## config.mk

```make
export PLATFORM = sky130hd
export DESIGN_NAME = ide_dma_pair_steer
export DESIGN_NICKNAME = d
export VERILOG_FILES = /design/src/rtl/ide_tgl_pkg.sv /design/src/rtl/ide_tgl_decode.sv /design/src/rtl/ide_tgl_phase.sv /design/src/rtl/ide_tgl_hshk.sv /design/src/rtl/ide_tgl_out.sv /design/src/rtl/ide_dma_pair_steer.sv
export SDC_FILE = /design/constraint.sdc
export NUM_CORES = 1
export LEC_CHECK = 0
export BUFFER_PORTS_ARGS = -buffer_cell sky130_fd_sc_hd__buf_2
export CORE_AREA = 5 5 42 44
export CTS_CLUSTER_DIAMETER = 80
export DETAILED_ROUTE_END_ITERATION = 16
export DIE_AREA = 0 0 47 49
export GPL_ROUTABILITY_DRIVEN = 0
export GPL_TIMING_DRIVEN = 1
export HOLD_SLACK_MARGIN = 0.02
export PLACE_DENSITY = 0.71
export SETUP_SLACK_MARGIN = 0.5
export SYNTH_ARGS = -nofsm -noshare
export SYNTH_HDL_FRONTEND = slang
export SYNTH_SLANG_ARGS = --single-unit
```

## constraint.sdc

```tcl
create_clock -name clk -period 0.8 [get_ports clk]
set_input_delay 0.04 -clock clk [delete_from_list [all_inputs] [get_ports clk]]
set_output_delay 0.04 -clock clk [all_outputs]
set_load 0.005 [all_outputs]
```

## src/rtl/ide_tgl_pkg.sv

```systemverilog
package ide_tgl_pkg;
  typedef enum logic {PH_LO = 1'b0, PH_HI = 1'b1} phase_e;

  typedef struct packed {
    logic valid;
    logic wr;
    logic dma;
  } access_t;
endpackage

```

## src/rtl/ide_tgl_decode.sv

```systemverilog
module ide_tgl_decode
  import ide_tgl_pkg::*;
#(
  parameter int ADDR_W = 4,
  parameter int LO_IDX = 0,
  parameter int HI_IDX = 8
) (
  input  logic              io_sel,
  input  logic              io_rd,
  input  logic              io_wr,
  input  logic [ADDR_W-1:0] io_addr,
  input  logic              dma_ack,
  input  logic              dma_en,
  input  phase_e            eff_phase,
  output logic              dma_hit,
  output access_t           acc,
  output logic [ADDR_W-1:0] acc_idx
);
  localparam logic [ADDR_W-1:0] LoIdx = ADDR_W'(LO_IDX);
  localparam logic [ADDR_W-1:0] HiIdx = ADDR_W'(HI_IDX);

  logic one_strobe;
  logic pio_hit;

  always_comb begin
    one_strobe = io_rd ^ io_wr;
    // DMA acknowledge owns the cycle; the host address is not looked at.
    dma_hit    = one_strobe & dma_ack & dma_en;
    pio_hit    = one_strobe & io_sel & ~dma_ack;
    acc.valid  = dma_hit | pio_hit;
    acc.wr     = io_wr;
    acc.dma    = dma_hit;
    if (dma_hit) begin
      acc_idx = (eff_phase == PH_HI) ? HiIdx : LoIdx;
    end else begin
      acc_idx = io_addr;
    end
  end
endmodule

```

## src/rtl/ide_tgl_phase.sv

```systemverilog
module ide_tgl_phase
  import ide_tgl_pkg::*;
(
  input  logic   clk,
  input  logic   rst_n,
  input  logic   req_rise,
  input  logic   dma_hit,
  output phase_e eff_phase
);
  phase_e ph_q;
  phase_e ph_d;
  logic   ph_en;

  always_comb begin
    eff_phase = req_rise ? PH_LO : ph_q;
    ph_en     = dma_hit | req_rise;
    if (dma_hit) begin
      ph_d = (eff_phase == PH_LO) ? PH_HI : PH_LO;
    end else begin
      ph_d = eff_phase;
    end
  end

  always_ff @(posedge clk or negedge rst_n) begin
    if (!rst_n) begin
      ph_q <= PH_LO;
    end else if (ph_en) begin
      ph_q <= ph_d;
    end
  end
endmodule

```

## src/rtl/ide_tgl_hshk.sv

```systemverilog
module ide_tgl_hshk (
  input  logic clk,
  input  logic rst_n,
  input  logic dev_dmarq,
  input  logic dma_en,
  output logic req_rise,
  output logic host_drq
);
  logic drq_d;
  logic drq_q;

  always_comb begin
    drq_d    = dev_dmarq & dma_en;
    req_rise = drq_d & ~drq_q;
    host_drq = drq_q;
  end

  always_ff @(posedge clk or negedge rst_n) begin
    if (!rst_n) begin
      drq_q <= 1'b0;
    end else begin
      drq_q <= drq_d;
    end
  end
endmodule

```

## src/rtl/ide_tgl_out.sv

```systemverilog
module ide_tgl_out
  import ide_tgl_pkg::*;
#(
  parameter int ADDR_W = 4
) (
  input  logic              clk,
  input  logic              rst_n,
  input  access_t           acc,
  input  logic [ADDR_W-1:0] acc_idx,
  output logic              reg_stb,
  output logic              reg_wr,
  output logic [ADDR_W-1:0] reg_idx,
  output logic              cs_cmd,
  output logic              cs_ctl,
  output logic              dev_dmack
);
  localparam int TopBit = ADDR_W - 1;

  logic              stb_d, wr_d, cmd_d, ctl_d, ack_d;
  logic [ADDR_W-1:0] idx_d;

  always_comb begin
    stb_d = acc.valid;
    wr_d  = acc.valid & acc.wr;
    ack_d = acc.valid & acc.dma;
    idx_d = acc.valid ? acc_idx : '0;
    cmd_d = acc.valid & ~acc_idx[TopBit];
    ctl_d = acc.valid &  acc_idx[TopBit];
  end

  always_ff @(posedge clk or negedge rst_n) begin
    if (!rst_n) begin
      reg_stb   <= 1'b0;
      reg_wr    <= 1'b0;
      reg_idx   <= '0;
      cs_cmd    <= 1'b0;
      cs_ctl    <= 1'b0;
      dev_dmack <= 1'b0;
    end else begin
      reg_stb   <= stb_d;
      reg_wr    <= wr_d;
      reg_idx   <= idx_d;
      cs_cmd    <= cmd_d;
      cs_ctl    <= ctl_d;
      dev_dmack <= ack_d;
    end
  end
endmodule

```

## src/rtl/ide_dma_pair_steer.sv

```systemverilog
module ide_dma_pair_steer
  import ide_tgl_pkg::*;
#(
  parameter int ADDR_W = 4,
  parameter int LO_IDX = 0
) (
  input  logic              clk,
  input  logic              rst_n,
  input  logic              io_sel,
  input  logic              io_rd,
  input  logic              io_wr,
  input  logic [ADDR_W-1:0] io_addr,
  input  logic              dma_ack,
  input  logic              dma_en,
  input  logic              dev_dmarq,
  output logic              reg_stb,
  output logic              reg_wr,
  output logic [ADDR_W-1:0] reg_idx,
  output logic              cs_cmd,
  output logic              cs_ctl,
  output logic              host_drq,
  output logic              dev_dmack
);
  localparam int HalfWin = 2 ** (ADDR_W - 1);
  localparam int HI_IDX  = LO_IDX + HalfWin;

  // Reset: asserted asynchronously, released on a clock edge.
  logic [1:0] rst_sync_q;
  logic       rst_int_n;

  always_ff @(posedge clk or negedge rst_n) begin
    if (!rst_n) begin
      rst_sync_q <= 2'b00;
    end else begin
      rst_sync_q <= {rst_sync_q[0], 1'b1};
    end
  end
  assign rst_int_n = rst_sync_q[1];

  logic              req_rise;
  logic              dma_hit;
  phase_e            eff_phase;
  access_t           acc;
  logic [ADDR_W-1:0] acc_idx;

  ide_tgl_hshk u_hshk (
    .clk       (clk),
    .rst_n     (rst_int_n),
    .dev_dmarq (dev_dmarq),
    .dma_en    (dma_en),
    .req_rise  (req_rise),
    .host_drq  (host_drq)
  );

  ide_tgl_phase u_phase (
    .clk       (clk),
    .rst_n     (rst_int_n),
    .req_rise  (req_rise),
    .dma_hit   (dma_hit),
    .eff_phase (eff_phase)
  );

  ide_tgl_decode #(
    .ADDR_W (ADDR_W),
    .LO_IDX (LO_IDX),
    .HI_IDX (HI_IDX)
  ) u_dec (
    .io_sel    (io_sel),
    .io_rd     (io_rd),
    .io_wr     (io_wr),
    .io_addr   (io_addr),
    .dma_ack   (dma_ack),
    .dma_en    (dma_en),
    .eff_phase (eff_phase),
    .dma_hit   (dma_hit),
    .acc       (acc),
    .acc_idx   (acc_idx)
  );

  ide_tgl_out #(
    .ADDR_W (ADDR_W)
  ) u_out (
    .clk       (clk),
    .rst_n     (rst_int_n),
    .acc       (acc),
    .acc_idx   (acc_idx),
    .reg_stb   (reg_stb),
    .reg_wr    (reg_wr),
    .reg_idx   (reg_idx),
    .cs_cmd    (cs_cmd),
    .cs_ctl    (cs_ctl),
    .dev_dmack (dev_dmack)
  );
endmodule

```

==> summary.txt <==
Worst setup path
  – WS Path Type: reg2reg
  – Top delay family on crit path: simple AND/OR/NAND/NOR gates
  – Critical path endpoint category: register
  – Slowest-stage cell, CP: dfrtp_1
  – Critical path fanouts, max: 3
  – Crit path arrival time: 1180 ps
  – Bufs and invs on worst path: 0
  – Number of stages on the worst setup path: 3
  – Worst path max stage delay: 380 ps
  – Critical path, cell by cell: or2b_4 -> and2_4 -> mux2i_1
  – Reg2reg path depth: 3
  – Worst setup SP type: register
  – CP required: 1000 ps

Final layout
  – Cell area after layout: 811 um^2
  – Layout area overhead: 76.1%
  – Area of the multi-input gates: 215 um^2
  – Non-Filler Instances: 84
  – Layout cells sized above 1: 67.6%
  – FF/Latch Area: 302 um^2
  – Fillers: 126
  – Antenna diodes: 0
  – Nets@finish: 81

Synthesis
  – Cell taking the most area after synthesis: dfrtp_1
  – Post-synthesis async set-or-reset flop share: 100%
  – Synth Area per Inst: 12.8 um^2
  – EDFF count, synth: 0
  – Ys flop type: dfrtp_1
  – Synthesized instance count: 36
  – Synth cell count leaders: dfrtp_1 (12), and3_2 (3), inv_1 (3)
  – YS warnings: 0
  – Syn nets: 48
  – Most numerous cell in the Yosys netlist: dfrtp_1
  – Post-Syn Area: 460 um^2
  – Post-synthesis register bit count: 12
  – Top cell type's share of synthesized area: 65.2%
  – Sequential element share of the synthesized area: 65.2%
  – Netlist cell types: 19
  – Largest cells by area after synthesis: dfrtp_1 (65%), and3_2 (4.9%), xor2_2 (3.5%)

Floorplan
  – Core Area: 0.00140 mm^2
  – Die X: 47 um
  – DIE HEIGHT: 49 um
  – Die area: 0.00230 mm^2
  – Initial Utilization: 32.9%
  – I/O Pins: 22
  – FP Rows: 14

Clocking
  – Worst-skew pair later-pin latency: 270 ps
  – CTS tree: done
  – Root Buffer: clkbuf_4
  – CTS Buf Count: 3
  – H-tree Lvls: 1
  – Clock sink total: 12
  – Cts hold-fix bufs: 1
  – CTS Buffer Depth: 2
  – Clock Pin Slew Worst Setup and Hold Paths: 80 ps

STA
  – RSZ-0062 raised after global routing: true
  – Worst Skew: 1.02 ps
  – Final hold slack: -36.1 ps
  – Fin worst setup slack: -180 ps
  – Final Max Tran Viols: 0
  – Crit path time final: 980 ps
  – Period utilisation layout: 123%
  – Final setup viols: 7
  – Max Clk Rate: 1020 MHz
  – Final hold violation count: 2

Status
  – Failing checks: negative hold slack, negative setup slack
  – Status: complete, but fails checks

Route
  – Pre-Repair DR Iteration Count: 3
  – DR DRC count: 0
  – Final ANT Viol Nets: 0
  – DRT Wirelength: 987 um
  – WL/cell: 11.8 um
  – DRT iter0 DRCs: 1
  – Vias: 357
  – Via-to-Cell Ratio: 4.25

Power
  – Total power: 1.42 mW
  – Pwr dens: 1750 mW/mm^2
  – Leakage: 0.429 nW
  – Maximum vdd drop: 0.00118 V

Min path
  – Hold crit path type: in2reg
  – Hold path cells: 2

Global routing
  – Vias in the first global route: 357
  – First-pass GRT wire length: 1450 um
  – Initial antenna violation count: 0
  – Total track usage: 9.17%
  – Total congestion overflow: 0
  – Largest net degree at the start of global routing: 8

Placement
  – Area post-placement: 632 um^2
  – Buffers on Ports: 21
  – Inst Count DP: 74

Job
  – Max Cap Viol: 0
## timing repair
item | in CTS | in global routing
pin swaps | 5 | 5
gates resized for setup | 11 | 13
setup endpoints to repair | 30 | 25
buffers inserted | 4 | 1
hold endpoints to repair | 4 | 3
## metal layers
layer  vias to the layer above  track usage (%)  wire length (um)  share of wire, %
met4                         0             5.53                22               2.2
met2                        18             14.3               469                48
met5                         -                0                 0                 0
met3                         2             4.06               126                13
li1                        184                -                 -                 -
met1                       153             9.74               369                37
## final cells by class
cell class | count | area share, %
Clock buffer | 4 | 4.48
Tap cell | 16 | 2.47
Sequential cell | 12 | 37.2
Inverter | 3 | 1.39
Multi-Input combinational cell | 20 | 26.5
Timing Repair Buffer | 29 | 27.9
## report_power, final
group / leakage [nW] / internal, mW / switching [mW] / total (mW)
Sequential: 0.156 / 0.646 / 0.0173 / 0.663
Clock: 0.0210 / 0.277 / 0.206 / 0.482
Combinational: 0.252 / 0.162 / 0.111 / 0.273
## worst paths after layout
check | startpoint | to | slack, ps
worst max-delay path | u_hshk.host_drq | u_phase.ph_q | -180
worst min-delay path | io_addr[3] | u_out.cs_cmd | -40
worst max register to register | u_hshk.host_drq | u_phase.ph_q | -180
worst min register to register | rst_sync_q[1] | u_out.cs_cmd | 150
max in group asynchronous | rst_sync_q[1] | u_phase.ph_q | 530
min in group asynchronous | rst_n | rst_sync_q[1] | 90
## registers in the layout, indices dropped and copies added, names as in the netlist
signal / cells
u_out.reg_idx: 3
u_hshk.host_drq: 1
u_phase.ph_q: 1
u_out.reg_stb: 1
u_out.dev_dmack: 1
u_out.cs_cmd: 1
u_out.cs_ctl: 1
u_out.reg_wr: 1
rst_sync_q: 2
## cells in the final DEF, fill, tap and decap left out, types with 2 or more instances in the layout
master	Yosys	routed
buf_2	0	17
dfrtp_1	12	11
buf_6	0	7
and3_4	0	3
inv_1	3	3
clkbuf_4	0	3
buf_8	0	3
nand2_1	2	2
## logic make-up after synthesis
logic type	count (synthesis)	share of synthesized area [%]
xor+xnor	2	5.44
compound gates	4	4.89
other cells	1	0.814
simple gates	12	17.4
mux	1	2.17
flops	12	65.2
buf+inv	4	4.08
## metrics by stage
step / setup WS [ps] / TNS [ps] / utilization (%)
CTS: -169 / -445 / 53.5
finish: -180 / -456 / 57.9
floorplan: -133 / -307 / -
detailed placement: -151 / -347 / 45.1
global placement: -118 / -279 / 45.1
global route: -239 / -877 / 57.9
Power figures use the tool's default switching activity.
